### config.mk
export PLATFORM = sky130hd
export DESIGN_NAME = srab_bridge
export DESIGN_NICKNAME = d
export VERILOG_FILES = /design/src/rtl/srab_pkg.sv /design/src/rtl/srab_grant_ctl.sv /design/src/rtl/srab_sw_port.sv /design/src/rtl/srab_bridge.sv
export SDC_FILE = /design/constraint.sdc
export NUM_CORES = 1
export LEC_CHECK = 0
export BUFFER_PORTS_ARGS = -buffer_cell sky130_fd_sc_hd__buf_4
export CAP_MARGIN = 20
export CORE_MARGIN = 4
export CORE_UTILIZATION = 40
export DETAILED_ROUTE_END_ITERATION = 8
export SYNTH_ARGS = -nofsm -noshare
export SYNTH_HDL_FRONTEND = slang
export SYNTH_SLANG_ARGS = --single-unit
export TNS_END_PERCENT = 5
### constraint.sdc
create_clock -name clk -period 2.75 [get_ports clk]
set_clock_uncertainty 0.15 [all_clocks]
set_input_delay 0.55 -clock clk [delete_from_list [all_inputs] [get_ports clk]]
set_output_delay 0.55 -clock clk [all_outputs]
set_load 0.02 [all_outputs]
### src/rtl/srab_pkg.sv
// Package: shared offsets, bit positions and command record for the
// switch register access bridge. Offsets and bit positions are the
// software-visible layout that host code relies on.
package srab_pkg;
    localparam logic [7:0] OFS_CMD  = 8'h2C;
    localparam logic [7:0] OFS_WDH  = 8'h30;
    localparam logic [7:0] OFS_WDL  = 8'h34;
    localparam logic [7:0] OFS_RDH  = 8'h38;
    localparam logic [7:0] OFS_RDL  = 8'h3C;
    localparam logic [7:0] OFS_CTRL = 8'h40;

    localparam int CMD_GO   = 0;
    localparam int CMD_WR   = 1;
    localparam int CMD_RST  = 2;
    localparam int CMD_OFFS = 16;
    localparam int CMD_PAGE = 24;
    localparam int CTL_REQ  = 3;
    localparam int CTL_GNT  = 4;

    localparam int FIELD_W = 8;

    typedef struct packed {
        logic [FIELD_W-1:0] page;
        logic [FIELD_W-1:0] offs;
        logic               wr;
    } cmd_t;
endpackage

### src/rtl/srab_grant_ctl.sv
// Ownership arbiter: grants the bridge to the host while its request is
// held and no peer owns it. Assumes req comes from a register in the host
// decode and that peer_busy is synchronous to clk.
module srab_grant_ctl (
    input  logic clk,
    input  logic rst_n,
    input  logic clear,
    input  logic req,
    input  logic peer_busy,
    output logic grant
);
    // Grant follows request one edge later, acquiring only when the peer is idle.
    always_ff @(posedge clk) begin
        if (!rst_n || clear)
            grant <= 1'b0;
        else
            grant <= req && (grant || !peer_busy);
    end

    a_r2_grant_only_when_free: assert property (@(posedge clk) disable iff (!rst_n)
        $rose(grant) |-> $past(!peer_busy));

    a_r3_drop_after_release: assert property (@(posedge clk) disable iff (!rst_n)
        !req |=> !grant);
endmodule

### src/rtl/srab_sw_port.sv
// Switch-side sequencer: latches a launched command and write data, holds
// the request toward the switch until acknowledged, and captures read data.
// Assumes the switch answers with sw_ack for one cycle while sw_valid is high.
module srab_sw_port
    import srab_pkg::*;
#(
    parameter int XFER_W = 64
) (
    input  logic              clk,
    input  logic              rst_n,
    input  logic              abort,
    input  logic              launch,
    input  cmd_t              launch_cmd,
    input  logic [XFER_W-1:0] launch_wdata,
    input  logic              sw_ack,
    input  logic [XFER_W-1:0] sw_rdata,
    output logic              busy,
    output cmd_t              cmd_q,
    output logic              sw_valid,
    output logic [FIELD_W-1:0] sw_page,
    output logic [FIELD_W-1:0] sw_offs,
    output logic              sw_write,
    output logic [XFER_W-1:0] sw_wdata,
    output logic [XFER_W-1:0] rd_data
);
    logic [XFER_W-1:0] wdata_q;

    // Access state: launch, completion on acknowledge, abort on bridge reset.
    always_ff @(posedge clk) begin
        if (!rst_n) begin
            busy    <= 1'b0;
            cmd_q   <= '0;
            wdata_q <= '0;
            rd_data <= '0;
        end else if (abort) begin
            busy    <= 1'b0;
            cmd_q   <= '0;
            rd_data <= '0;
        end else if (launch && !busy) begin
            busy    <= 1'b1;
            cmd_q   <= launch_cmd;
            wdata_q <= launch_wdata;
        end else if (busy && sw_ack) begin
            busy <= 1'b0;
            if (!cmd_q.wr)
                rd_data <= sw_rdata;
        end
    end

    // Switch-side view of the pending access.
    always_comb begin
        sw_valid = busy;
        sw_page  = cmd_q.page;
        sw_offs  = cmd_q.offs;
        sw_write = cmd_q.wr;
        sw_wdata = wdata_q;
    end

    a_r5_hold_until_ack: assert property (@(posedge clk) disable iff (!rst_n)
        (sw_valid && !sw_ack && !abort) |=>
            (sw_valid && $stable(sw_page) && $stable(sw_offs) && $stable(sw_wdata) && $stable(sw_write)));

    a_r5_ack_ends_access: assert property (@(posedge clk) disable iff (!rst_n)
        (sw_valid && sw_ack && !abort) |=> !sw_valid);

    a_r8_abort_clears: assert property (@(posedge clk) disable iff (!rst_n)
        abort |=> (!sw_valid && rd_data == '0));

    a_r6_write_keeps_rd: assert property (@(posedge clk) disable iff (!rst_n)
        (sw_valid && sw_write && !abort) |=> $stable(rd_data));
endmodule

### src/rtl/srab_bridge.sv
// Top of the switch register access bridge: host register decode, write
// data staging, ownership request and read-back mux. The host port reads
// combinationally with no side effects; writes take effect at the clock edge.
module srab_bridge
    import srab_pkg::*;
#(
    parameter int ADDR_W = 8,
    parameter int WORD_W = 32
) (
    input  logic                clk,
    input  logic                rst_n,
    input  logic                host_wr,
    input  logic [ADDR_W-1:0]   host_addr,
    input  logic [WORD_W-1:0]   host_wdata,
    output logic [WORD_W-1:0]   host_rdata,
    input  logic                peer_busy,
    output logic                sw_valid,
    output logic [FIELD_W-1:0]  sw_page,
    output logic [FIELD_W-1:0]  sw_offs,
    output logic                sw_write,
    output logic [2*WORD_W-1:0] sw_wdata,
    input  logic                sw_ack,
    input  logic [2*WORD_W-1:0] sw_rdata
);
    localparam int XFER_W = 2 * WORD_W;

    logic              req_q;
    logic              grant;
    logic              busy;
    logic [WORD_W-1:0] wd_lo;
    logic [WORD_W-1:0] wd_hi;
    logic [XFER_W-1:0] rd_data;
    cmd_t              cmd_q;
    cmd_t              new_cmd;
    logic              wr_cmd, wr_ctrl, wr_wdl, wr_wdh;
    logic              abort, launch;

    // Address decode of host writes.
    always_comb begin
        wr_cmd  = host_wr && (host_addr == ADDR_W'(OFS_CMD));
        wr_ctrl = host_wr && (host_addr == ADDR_W'(OFS_CTRL));
        wr_wdl  = host_wr && (host_addr == ADDR_W'(OFS_WDL));
        wr_wdh  = host_wr && (host_addr == ADDR_W'(OFS_WDH));
        abort   = wr_cmd && host_wdata[CMD_RST];
        launch  = wr_cmd && !abort && host_wdata[CMD_GO] && grant && !busy;
        new_cmd.page = host_wdata[CMD_PAGE +: FIELD_W];
        new_cmd.offs = host_wdata[CMD_OFFS +: FIELD_W];
        new_cmd.wr   = host_wdata[CMD_WR];
    end

    // Ownership request bit, cleared by the bridge reset bit.
    always_ff @(posedge clk) begin
        if (!rst_n || abort)
            req_q <= 1'b0;
        else if (wr_ctrl)
            req_q <= host_wdata[CTL_REQ];
    end

    // Write data staging words.
    always_ff @(posedge clk) begin
        if (!rst_n) begin
            wd_lo <= '0;
            wd_hi <= '0;
        end else begin
            if (wr_wdl) wd_lo <= host_wdata;
            if (wr_wdh) wd_hi <= host_wdata;
        end
    end

    srab_grant_ctl u_grant (
        .clk       (clk),
        .rst_n     (rst_n),
        .clear     (abort),
        .req       (req_q),
        .peer_busy (peer_busy),
        .grant     (grant)
    );

    srab_sw_port #(.XFER_W(XFER_W)) u_port (
        .clk          (clk),
        .rst_n        (rst_n),
        .abort        (abort),
        .launch       (launch),
        .launch_cmd   (new_cmd),
        .launch_wdata ({wd_hi, wd_lo}),
        .sw_ack       (sw_ack),
        .sw_rdata     (sw_rdata),
        .busy         (busy),
        .cmd_q        (cmd_q),
        .sw_valid     (sw_valid),
        .sw_page      (sw_page),
        .sw_offs      (sw_offs),
        .sw_write     (sw_write),
        .sw_wdata     (sw_wdata),
        .rd_data      (rd_data)
    );

    // Read-back mux; unmapped offsets read zero.
    always_comb begin
        host_rdata = '0;
        if (host_addr == ADDR_W'(OFS_CMD)) begin
            host_rdata[CMD_PAGE +: FIELD_W] = cmd_q.page;
            host_rdata[CMD_OFFS +: FIELD_W] = cmd_q.offs;
            host_rdata[CMD_WR]              = cmd_q.wr;
            host_rdata[CMD_GO]              = busy;
        end else if (host_addr == ADDR_W'(OFS_CTRL)) begin
            host_rdata[CTL_REQ] = req_q;
            host_rdata[CTL_GNT] = grant;
        end else if (host_addr == ADDR_W'(OFS_WDL)) begin
            host_rdata = wd_lo;
        end else if (host_addr == ADDR_W'(OFS_WDH)) begin
            host_rdata = wd_hi;
        end else if (host_addr == ADDR_W'(OFS_RDL)) begin
            host_rdata = rd_data[WORD_W-1:0];
        end else if (host_addr == ADDR_W'(OFS_RDH)) begin
            host_rdata = rd_data[XFER_W-1:WORD_W];
        end
    end

    a_r4_launch_needs_grant: assert property (@(posedge clk) disable iff (!rst_n)
        $rose(sw_valid) |-> $past(grant));

    a_r1_idle_after_reset: assert property (@(posedge clk)
        !rst_n |=> (!sw_valid && !grant));
endmodule

After elaboration in Yosys (flattened, before gate mapping)
Cells that the tools add are included.
- memories: 0
- bits of input ports: 109
- bits in latches: 0
- flip-flop bits (word level): 212
- memory bits (read-only): 0
- memory bits (writable): 0
- logic and storage cells: 54
- magnitude comparators: 0
- div/mod/pow operators: 0
- muxes and demuxes: 12
- shift operators: 0
- reductions and logical operators: 22
- bitwise gates (word level): 4
- multipliers: 0
- $add $sub $neg: 0
- eq/ne operators: 6
- operators by type and width (kind ; number):
    $mux W32 ; 4
    $eq A8 B6 Y1 const B ; 5
    $mux W27 ; 1
    $mux W16 ; 1
    $mux W14 ; 1
    $logic_and A1 B1 Y1 ; 12
    $eq A8 B7 Y1 const B ; 1
    $logic_not A1 Y1 ; 4
    $mux W2 ; 2
    $not A1 Y1 ; 4
    $mux W3 ; 1
    $reduce_and A3 Y1 ; 1
    $logic_or A1 B1 Y1 ; 2
    $mux W1 ; 2
    $reduce_and A2 Y1 ; 1
    $reduce_bool A2 Y1 ; 1
    $reduce_or A2 Y1 ; 1

Logic depth before layout (Yosys ltp)
Gate-level depths: netlist of the first run.
- depth after elaboration: 11
- mapped depth: 8
- depth with buffers taken out: 4

Cells and area by module
From an unflattened synthesis of the first run, not the netlist that was laid out.
- cells, all modules: 1076
- area, all modules: 9037.4 um2
- by module, submodules not included (module ; area each (um2) ; times used ; seq. area each (um2) ; cells an instance):
    srab_sw_port ; 5401.4 ; 1 ; 2922.8 ; 663
    srab_bridge ; 3588.4 ; 1 ; 1301.2 ; 409
    srab_grant_ctl ; 47.5 ; 1 ; 20.0 ; 4

Worst setup path before layout of the first run
OpenSTA, ideal clock, no wires.
- path type: input port to output port
- start: input port host_addr[2]
- end: output port host_rdata[10]
- stages: 7
- data arrival time: 2.048 ns
- data required time: 2.050 ns
- path slack: 0.002 ns
- cell sequence: buf_2 -> and4bb_2 -> buf_2 -> and2_1 -> nand2b_1 -> clkbuf_1 -> nor3_1
- cells in the longest elaborated chain, start to end: 7
- ends and longest elaborated chain (item ; line ; text):
    start, declared ; srab_bridge.sv:13 ; input logic [ADDR_W-1:0] host_addr,
    $eq A8 B6 Y1 ; srab_bridge.sv:115 ; end else if (host_addr == ADDR_W'(OFS_RDH)) begin
    $mux W32 ; srab_bridge.sv:115 ;
    $mux W32 ; srab_bridge.sv:113 ; end else if (host_addr == ADDR_W'(OFS_RDL)) begin
    $mux W32 ; srab_bridge.sv:111 ; end else if (host_addr == ADDR_W'(OFS_WDH)) begin
    $mux W32 ; srab_bridge.sv:109 ; end else if (host_addr == ADDR_W'(OFS_WDL)) begin
    $mux W27 ; srab_bridge.sv:106 ; end else if (host_addr == ADDR_W'(OFS_CTRL)) begin
    $mux W14 (*) ; srab_bridge.sv:101 ; if (host_addr == ADDR_W'(OFS_CMD)) begin
    end, declared ; srab_bridge.sv:15 ; output logic [WORD_W-1:0] host_rdata,
Every way passes the cells marked *; elsewhere a longest branch is shown, timed or not.

Worst setup path after layout of the first run
- start: input port host_addr[7]
- end: output port host_rdata[25]
- cells in the longest elaborated chain, start to end: 7
- ends and longest elaborated chain (item ; line):
    $eq A8 B6 Y1 ; srab_bridge.sv:115
    $mux W32 ; srab_bridge.sv:115
    $mux W32 ; srab_bridge.sv:113
    $mux W32 ; srab_bridge.sv:111
    $mux W32 ; srab_bridge.sv:109
    $mux W27 ; srab_bridge.sv:106
    $mux W16 (*) ; srab_bridge.sv:101
Marked as above.

==> metrics.cfg, run 1 <==
[sta]
period_share = 0.984
relSlewSlack = 0.594
hold_viol = 0
setup_viol = 0
rsz0062_at_grt = true
drv_slew = 0
worst_pin_slew_ns = 0.609
fmax_mhz = 370
min_period_ns = 2.71
hold_slack_ns = 0.123

[synth]
yosys.area_share.simple = 0.257
avgSynthCellArea_sq_um = 7.63
synth-xor-area-share = 0
ys_seq_area_frac = 0.480
yosys_warnings = 0
syn_nets = 1267
ys_seq_elements = 212
ys_types = 37
syn-cell-area_sq_mm = 0.00884
synth-edff-count = 0
synthAdderAreaFrac = 0
synthFlopType = dfxtp_1
synth_cells = 1158
synth_top_family_by_area = simple AND/OR/NAND/NOR gates
async_flop_share = 0
synth.mux.area_fraction = 0.0215
synth_compound_area_frac = 0.191

[pwr]
finalPower_mw = 6.59
pwr-share-clk = 0.480
p_sw_frac = 0.222
comb_power_share = 0.053
p_sw_mw = 1.46
p_int_mw = 5.13
ir_worst_vdd_mv = 0.288
power.density_mw_per_mm2 = 563
p_seq_frac = 0.466
leakage_nw = 4.54

[global_routing]
grt_pass1_vias = 7651
antenna_found_initial = 0
track_usage = 0.221
grt_max_degree = 84
grt.overflow.total = 0
grt_pass1_wl_um = 43400

[cells_and_area]
finish.instance_area_sq_mm = 0.0117
fill_cells = 2160
utilization = 0.538
area_delta_synth_final_pct = 32.5
drive_gt1_frac = 0.226
layout.nets = 1453
n_antenna_cell = 0
finalNonFillerCells = 1641

[route]
vias = 8387
wirelength_um = 28500
dr.pass1.iters = 5
drtAntennaViolNets = 0
via_per_inst = 5.11
wire_per_inst_um = 17.4
drt-initial-drc-count = 571
drc = 0

[floorplanning]
fp.dieH_um = 157
start_util = 0.406
fp.dieArea_sq_mm = 0.0245
rows = 54
die_w_um = 157
num_io_pins = 223
fp.coreArea_sq_mm = 0.0218

[hold_path]
worstHoldStart = host_wdata[31]
worstHoldPathCells = 3
hp-class = in -> reg
min_to = wd_lo[31]

[clocking]
cts_hold_buf = 0
cts_buffers = 23
htree_levels = 1
clockRootBuffer = clkbuf_16
cts_tree = built
clkSlewWorstSetupHoldPaths_ns = 0.06
clk_latency_ns = 0.51
cts.path.max_buffers = 3
clock_sinks = 212

[setup_path]
crit_path_end_kind = output pin
crit_buf_inv = 5
cp_max_fo = 7
path_cells = buf_8 > nand4bb_4 > buf_6 > nor3_4 > buf_6 > buf_12 > o211ai_1 > o21ai_0 > buf_4
cpPeakStageDelay_ns = 0.24
worstReg2RegEnd = u_port.sw_wdata[36]
criticalPathCategory = in -> out
required_ns = 2.05
r2r_slack_ns = 0.69
r2r.worst_path.cells = 5
cp_slowest_cell = nor3_4
path_delay_family = buffers and inverters
cp.arrival_ns = 2.01
start_kind = primary input
r2r-start = u_port.busy
crit_top_cell = buf_6

[run_status]
status = completed

[placed_design]
dp_hpwl_um = 20300
dp.cells = 1595
place.gp.congestion = 0.918
portBuffers = 222
placed_cell_area_sq_mm = 0.0108

[flow_run]
maxCapViolCount = 0

synthesized netlist by cell type (2+ instances only):
master       n  share of area
nand4_1      3         0.0021
a2bb2oi_1    2         0.0020
mux2i_1     19          0.022
nor4_1       2         0.0014
nor4bb_1     2         0.0023
o21ai_0     79          0.045
nor2_1      46          0.020
clkbuf_1    55          0.023
or2_2        2         0.0014
o2bb2ai_1   12          0.012
a21boi_1    11         0.0093
buf_6        5         0.0064
nand3_1     68          0.039
nand2_1    398           0.17
buf_2       24          0.014
clkbuf_2     3         0.0017
dfxtp_1    212           0.48
o211ai_1    18          0.015
a21boi_0    53          0.045
a22oi_1     12          0.010
buf_1       10         0.0042
inv_1        3         0.0013
nand2b_1     3         0.0021
nor3_1      15         0.0085
a21oi_1     83          0.047
o21ai_1      7         0.0040
cell usage in the layout, fill, tap and decap left out, types with 4 or more instances in the layout:
master and count:
nand2_1 397, clkinvlp_4 4, o211ai_1 18, a21oi_1 83, nor2_1 45, mux2i_1 19
buf_4 240, o2bb2ai_1 12, nor3_1 14, buf_12 13, o21ai_0 68, a22oi_1 12
nand3_1 68, dfxtp_1 212, o21ai_1 18, a21boi_1 11, clkbuf_1 5, a21boi_0 53
clkbuf_16 24
flip-flops by register name (all words and copies together), names as in the netlist:
| name | cells |
|---|---|
| u_port.sw_write | 1 |
| u_port.sw_offs | 8 |
| u_port.rd_data | 64 |
| u_port.sw_page | 8 |
| u_port.busy | 1 |
| req_q | 1 |
| u_port.sw_wdata | 64 |
| wd_hi | 32 |
| u_grant.grant | 1 |
| wd_lo | 32 |
power groups by stage:
stage | Clock [mW] | Combinational [mW] | Sequential [mW]
2_1_floorplan | 0 | 0.138 | 3.14
3_3_place_gp | 0 | 0.341 | 3.14
3_5_place_dp | 0 | 0.339 | 3.14
6_report | 3.16 | 0.350 | 3.07
4_1_cts | 3.23 | 0.341 | 3.07
5_1_grt | 3.36 | 0.377 | 3.07
cell families after synthesis:
| kind of cell | Yosys count |
|---|---|
| flip-flops | 212 |
| multiplexers | 19 |
| AO/OA/AOI/OAI | 279 |
| buffers and inverters | 100 |
| AND/OR/NAND/NOR | 548 |
timing repair:
| item | 4_1_cts | 5_1_grt |
|---|---|---|
| gates resized for setup | 0 | 20 |
| setup endpoints to repair | 0 | 18 |
| buffers inserted | 0 | 2 |
layout make-up:
cell class / count / area [sq um] / area share
Clock buffer: 30 / 622 / 0.0531
Clock inverter: 12 / 153 / 0.0130
Inverter: 3 / 11.3 / 0.000962
Multi-Input combinational cell: 846 / 4190 / 0.358
Sequential cell: 212 / 4240 / 0.362
Tap cell: 280 / 350 / 0.0299
Timing Repair Buffer: 258 / 2140 / 0.182
layer usage:
| metal | part of all wire | vias up | GRT usage |
|---|---|---|---|
| met3 | 0.075 | 45 | 0.0387 |
| met4 | 0.023 | 0 | 0.0579 |
| met2 | 0.41 | 289 | 0.310 |
| met1 | 0.49 | 3799 | 0.346 |
| li1 | - | 4254 | - |
| met5 | 0 | - | 0 |
worst register-to-register path, stage by stage, from the launching register on:
cell and delay, ns:
dfxtp_1 0.42, nor4bb_1 0.50, and4_2 0.38, buf_12 0.24, nand2_1 0.11, a21boi_0 0.17
metrics by stage:
step / setup WS (ns) / TNS [ns]
2_1_floorplan: 0.00180 / 0
3_3_place_gp: 0.0575 / 0
3_5_place_dp: 0.0354 / 0
4_1_cts: 0.0427 / 0
5_1_grt: -0.0625 / -0.204
6_report: 0.0445 / 0
worst max-delay path by stage:
stage / startpoint / endpoint / slack, ns / cells after the start
floorplan: host_addr[2] / host_rdata[10] / 0.002 / 7
global placement: host_addr[6] / host_rdata[26] / 0.06 / 9
detailed placement: host_addr[6] / host_rdata[21] / 0.04 / 9
CTS: host_addr[6] / host_rdata[21] / 0.04 / 9
global route: host_addr[7] / host_rdata[21] / -0.06 / 9
finish: host_addr[7] / host_rdata[25] / 0.04 / 9
Note: power is estimated with default switching activity, not from simulation.
==> inputs of run 2 (changes only) <==
- CORE_UTILIZATION: 40 -> 45
- PLACE_DENSITY: not set -> 0.69
==> run 2 against run 1 <==
Against the previous run: sequential cell count unchanged; count of clock-buffer cells in the layout grew 3; worst hold slack better by 0.0060 ns; largest power group unchanged; critical path type unchanged; critical endpoint is now host_rdata[15]; largest cell class unchanged.
==> metrics.cfg, run 2 (synthesis gave the netlist of run 1 again) <==
[route]
drc = 0  ; unchanged
highest_layer = met4  ; unchanged
dr.pass1.iters = 5  ; unchanged
dr_wl_met2_um = 11400  ; was 11800 um
wirelength_um = 27500  ; was 28500 um
via_per_inst = 5.25  ; was 5.11
m1WireLength_um = 12800  ; was 13900 um
vias = 8468  ; was 8387
drtAntennaViolNets = 0  ; unchanged
drt-initial-drc-count = 634  ; was 571
wire_per_inst_um = 17.0  ; was 17.4 um
wl_met3_um = 2390  ; was 2130 um

[cells_and_area]
area_delta_synth_final_pct = 30.6  ; was 32.5%
layout.nets = 1446  ; was 1453
drive_gt1_frac = 0.222  ; was 0.226
multi_input_area_sq_mm = 0.00417  ; was 0.00419 sq mm
fill_cells = 1832  ; was 2160
final_cell_mix = 397 x nand2_1, 242 x buf_4, 212 x dfxtp_1  ; was 397 x nand2_1, 240 x buf_4, 212 x dfxtp_1
layout_commonest_cell = nand2_1  ; unchanged
seq_area_sq_mm = 0.00424  ; unchanged

[setup_path]
criticalPathCategory = in -> out  ; unchanged
r2r_slack_ns = 0.82  ; was 0.69 ns
required_ns = 2.05  ; about the same
start_kind = primary input  ; unchanged
crit_path_end_kind = output pin  ; unchanged
cp.arrival_ns = 1.95  ; was 2.01 ns
cp_max_fo = 12  ; was 7

[clocking]
cts_hold_buf = 0  ; unchanged
clock_sinks = 212  ; unchanged
cts_resized = 0  ; unchanged
cts_buffers = 22  ; was 23
htree_levels = 1  ; unchanged
clk_latency_ns = 0.50  ; was 0.51 ns
post_cts_buffers = 0  ; unchanged
clockRootBuffer = clkbuf_16  ; unchanged
clkSlewWorstSetupHoldPaths_ns = 0.06  ; about the same
cts.path.max_buffers = 3  ; unchanged
cts_tree = built  ; unchanged

[sta]
drv_slew = 0  ; unchanged
relSlewSlack = 0.608  ; was 0.594
fmax_mhz = 378  ; was 370 MHz
hold_viol = 0  ; unchanged
setup_viol = 0  ; unchanged
fin_tns_setup_ns = 0  ; unchanged
worst_pin_slew_ns = 0.588  ; was 0.609 ns
period_share = 0.962  ; was 0.984
rsz0062_at_grt = false  ; was true
min_period_ns = 2.65  ; was 2.71 ns

[global_routing]
antenna_found_initial = 0  ; unchanged
grt.overflow.total = 0  ; unchanged
track_usage = 0.237  ; was 0.221
grt_pass1_wl_um = 42100  ; was 43400 um
grt_pass1_vias = 7567  ; was 7651
grt_max_degree = 67  ; was 84

[floorplanning]
fp.coreArea_sq_mm = 0.0190  ; was 0.0218 sq mm
die_w_um = 148  ; was 157 um
start_util = 0.465  ; was 0.406
fp.dieArea_sq_mm = 0.0219  ; was 0.0245 sq mm
rows = 50  ; was 54
num_io_pins = 223  ; unchanged
fp.dieH_um = 148  ; was 157 um

[run_status]
status = completed  ; unchanged

[pwr]
leakage_nw = 4.49  ; was 4.54 nW
finalPower_mw = 6.53  ; was 6.59 mW
power.density_mw_per_mm2 = 566  ; was 563 mW/mm^2
ir_worst_vdd_mv = 0.390  ; was 0.288 mV

[hold_path]
hp-class = in -> reg  ; unchanged

[placed_design]
portBuffers = 222  ; unchanged
dp_hpwl_um = 19800  ; was 20300 um
place.gp.congestion = 0.938  ; was 0.918

[flow_run]
maxCapViolCount = 0  ; unchanged

## run 2: cell count changes in the layout (fill, tap and decap cells not counted), sizes merged
| cell | before | now |
|---|---|---|
| clkinvlp | 4 | 1 |
| inv | 5 | 3 |
| diode | 0 | 1 |
| clkbuf | 31 | 33 |
| bufinv | 3 | 2 |
| clkinv | 3 | 4 |
| buf | 257 | 252 |
## run 2: layout make-up
class,count,area share
multi-input combinational,846,0.361
clock buffer,33,0.0592
sequential,212,0.368
timing repair buffer,252,0.175
clock inverter,7,0.00791
inverter,3,0.000975
tap,260,0.0282
antenna,1,0.000217
## run 2: power breakdown
| part | internal [mW] | switching [mW] | total (mW) | leakage, nW |
|---|---|---|---|---|
| registers | 3.07 | 0.00127 | 3.07 | 1.71 |
| logic | 0.158 | 0.178 | 0.336 | 2.40 |
| clock network | 1.91 | 1.22 | 3.12 | 0.382 |
## run 2: worst max-delay path, cell delays in order
cell       delay (ns)
buf_4            0.13
nand4bb_1        0.26
nor4_1           0.27
buf_4            0.23
a22oi_1          0.11
nor3_1           0.20
buf_4            0.19
## run 2: routing by layer
| layer | global-route usage | vias up |
|---|---|---|
| met5 | 0 | - |
| met4 | 0.0813 | 0 |
| met3 | 0.0463 | 47 |
| met2 | 0.335 | 329 |
| met1 | 0.360 | 3858 |
| li1 | - | 4234 |
## run 2: path summary, 6_finish.rpt
kind / from / endpoint / depth (start not counted)
min: host_wdata[6] / wd_lo[6] / 3
max: host_addr[6] / host_rdata[15] / 7
max reg2reg: u_port.busy / u_port.sw_wdata[63] / 5
min reg2reg: u_port.rd_data[57] / u_port.rd_data[57] / 2
## run 2: metrics by stage
stage          hold WS, ns  area [sq um]   util  setup WS [ns]  instances
2_1_floorplan        0.286          8840      -        0.00180       1158
6_report             0.129         11500  0.607          0.104       1614
3_5_place_dp         0.296         10800  0.566          0.116       1573
4_1_cts              0.115         11500  0.607          0.115       1613
3_3_place_gp         0.289         10800  0.566         0.0608       1573
5_1_grt              0.131         11500  0.607         0.0190       1613
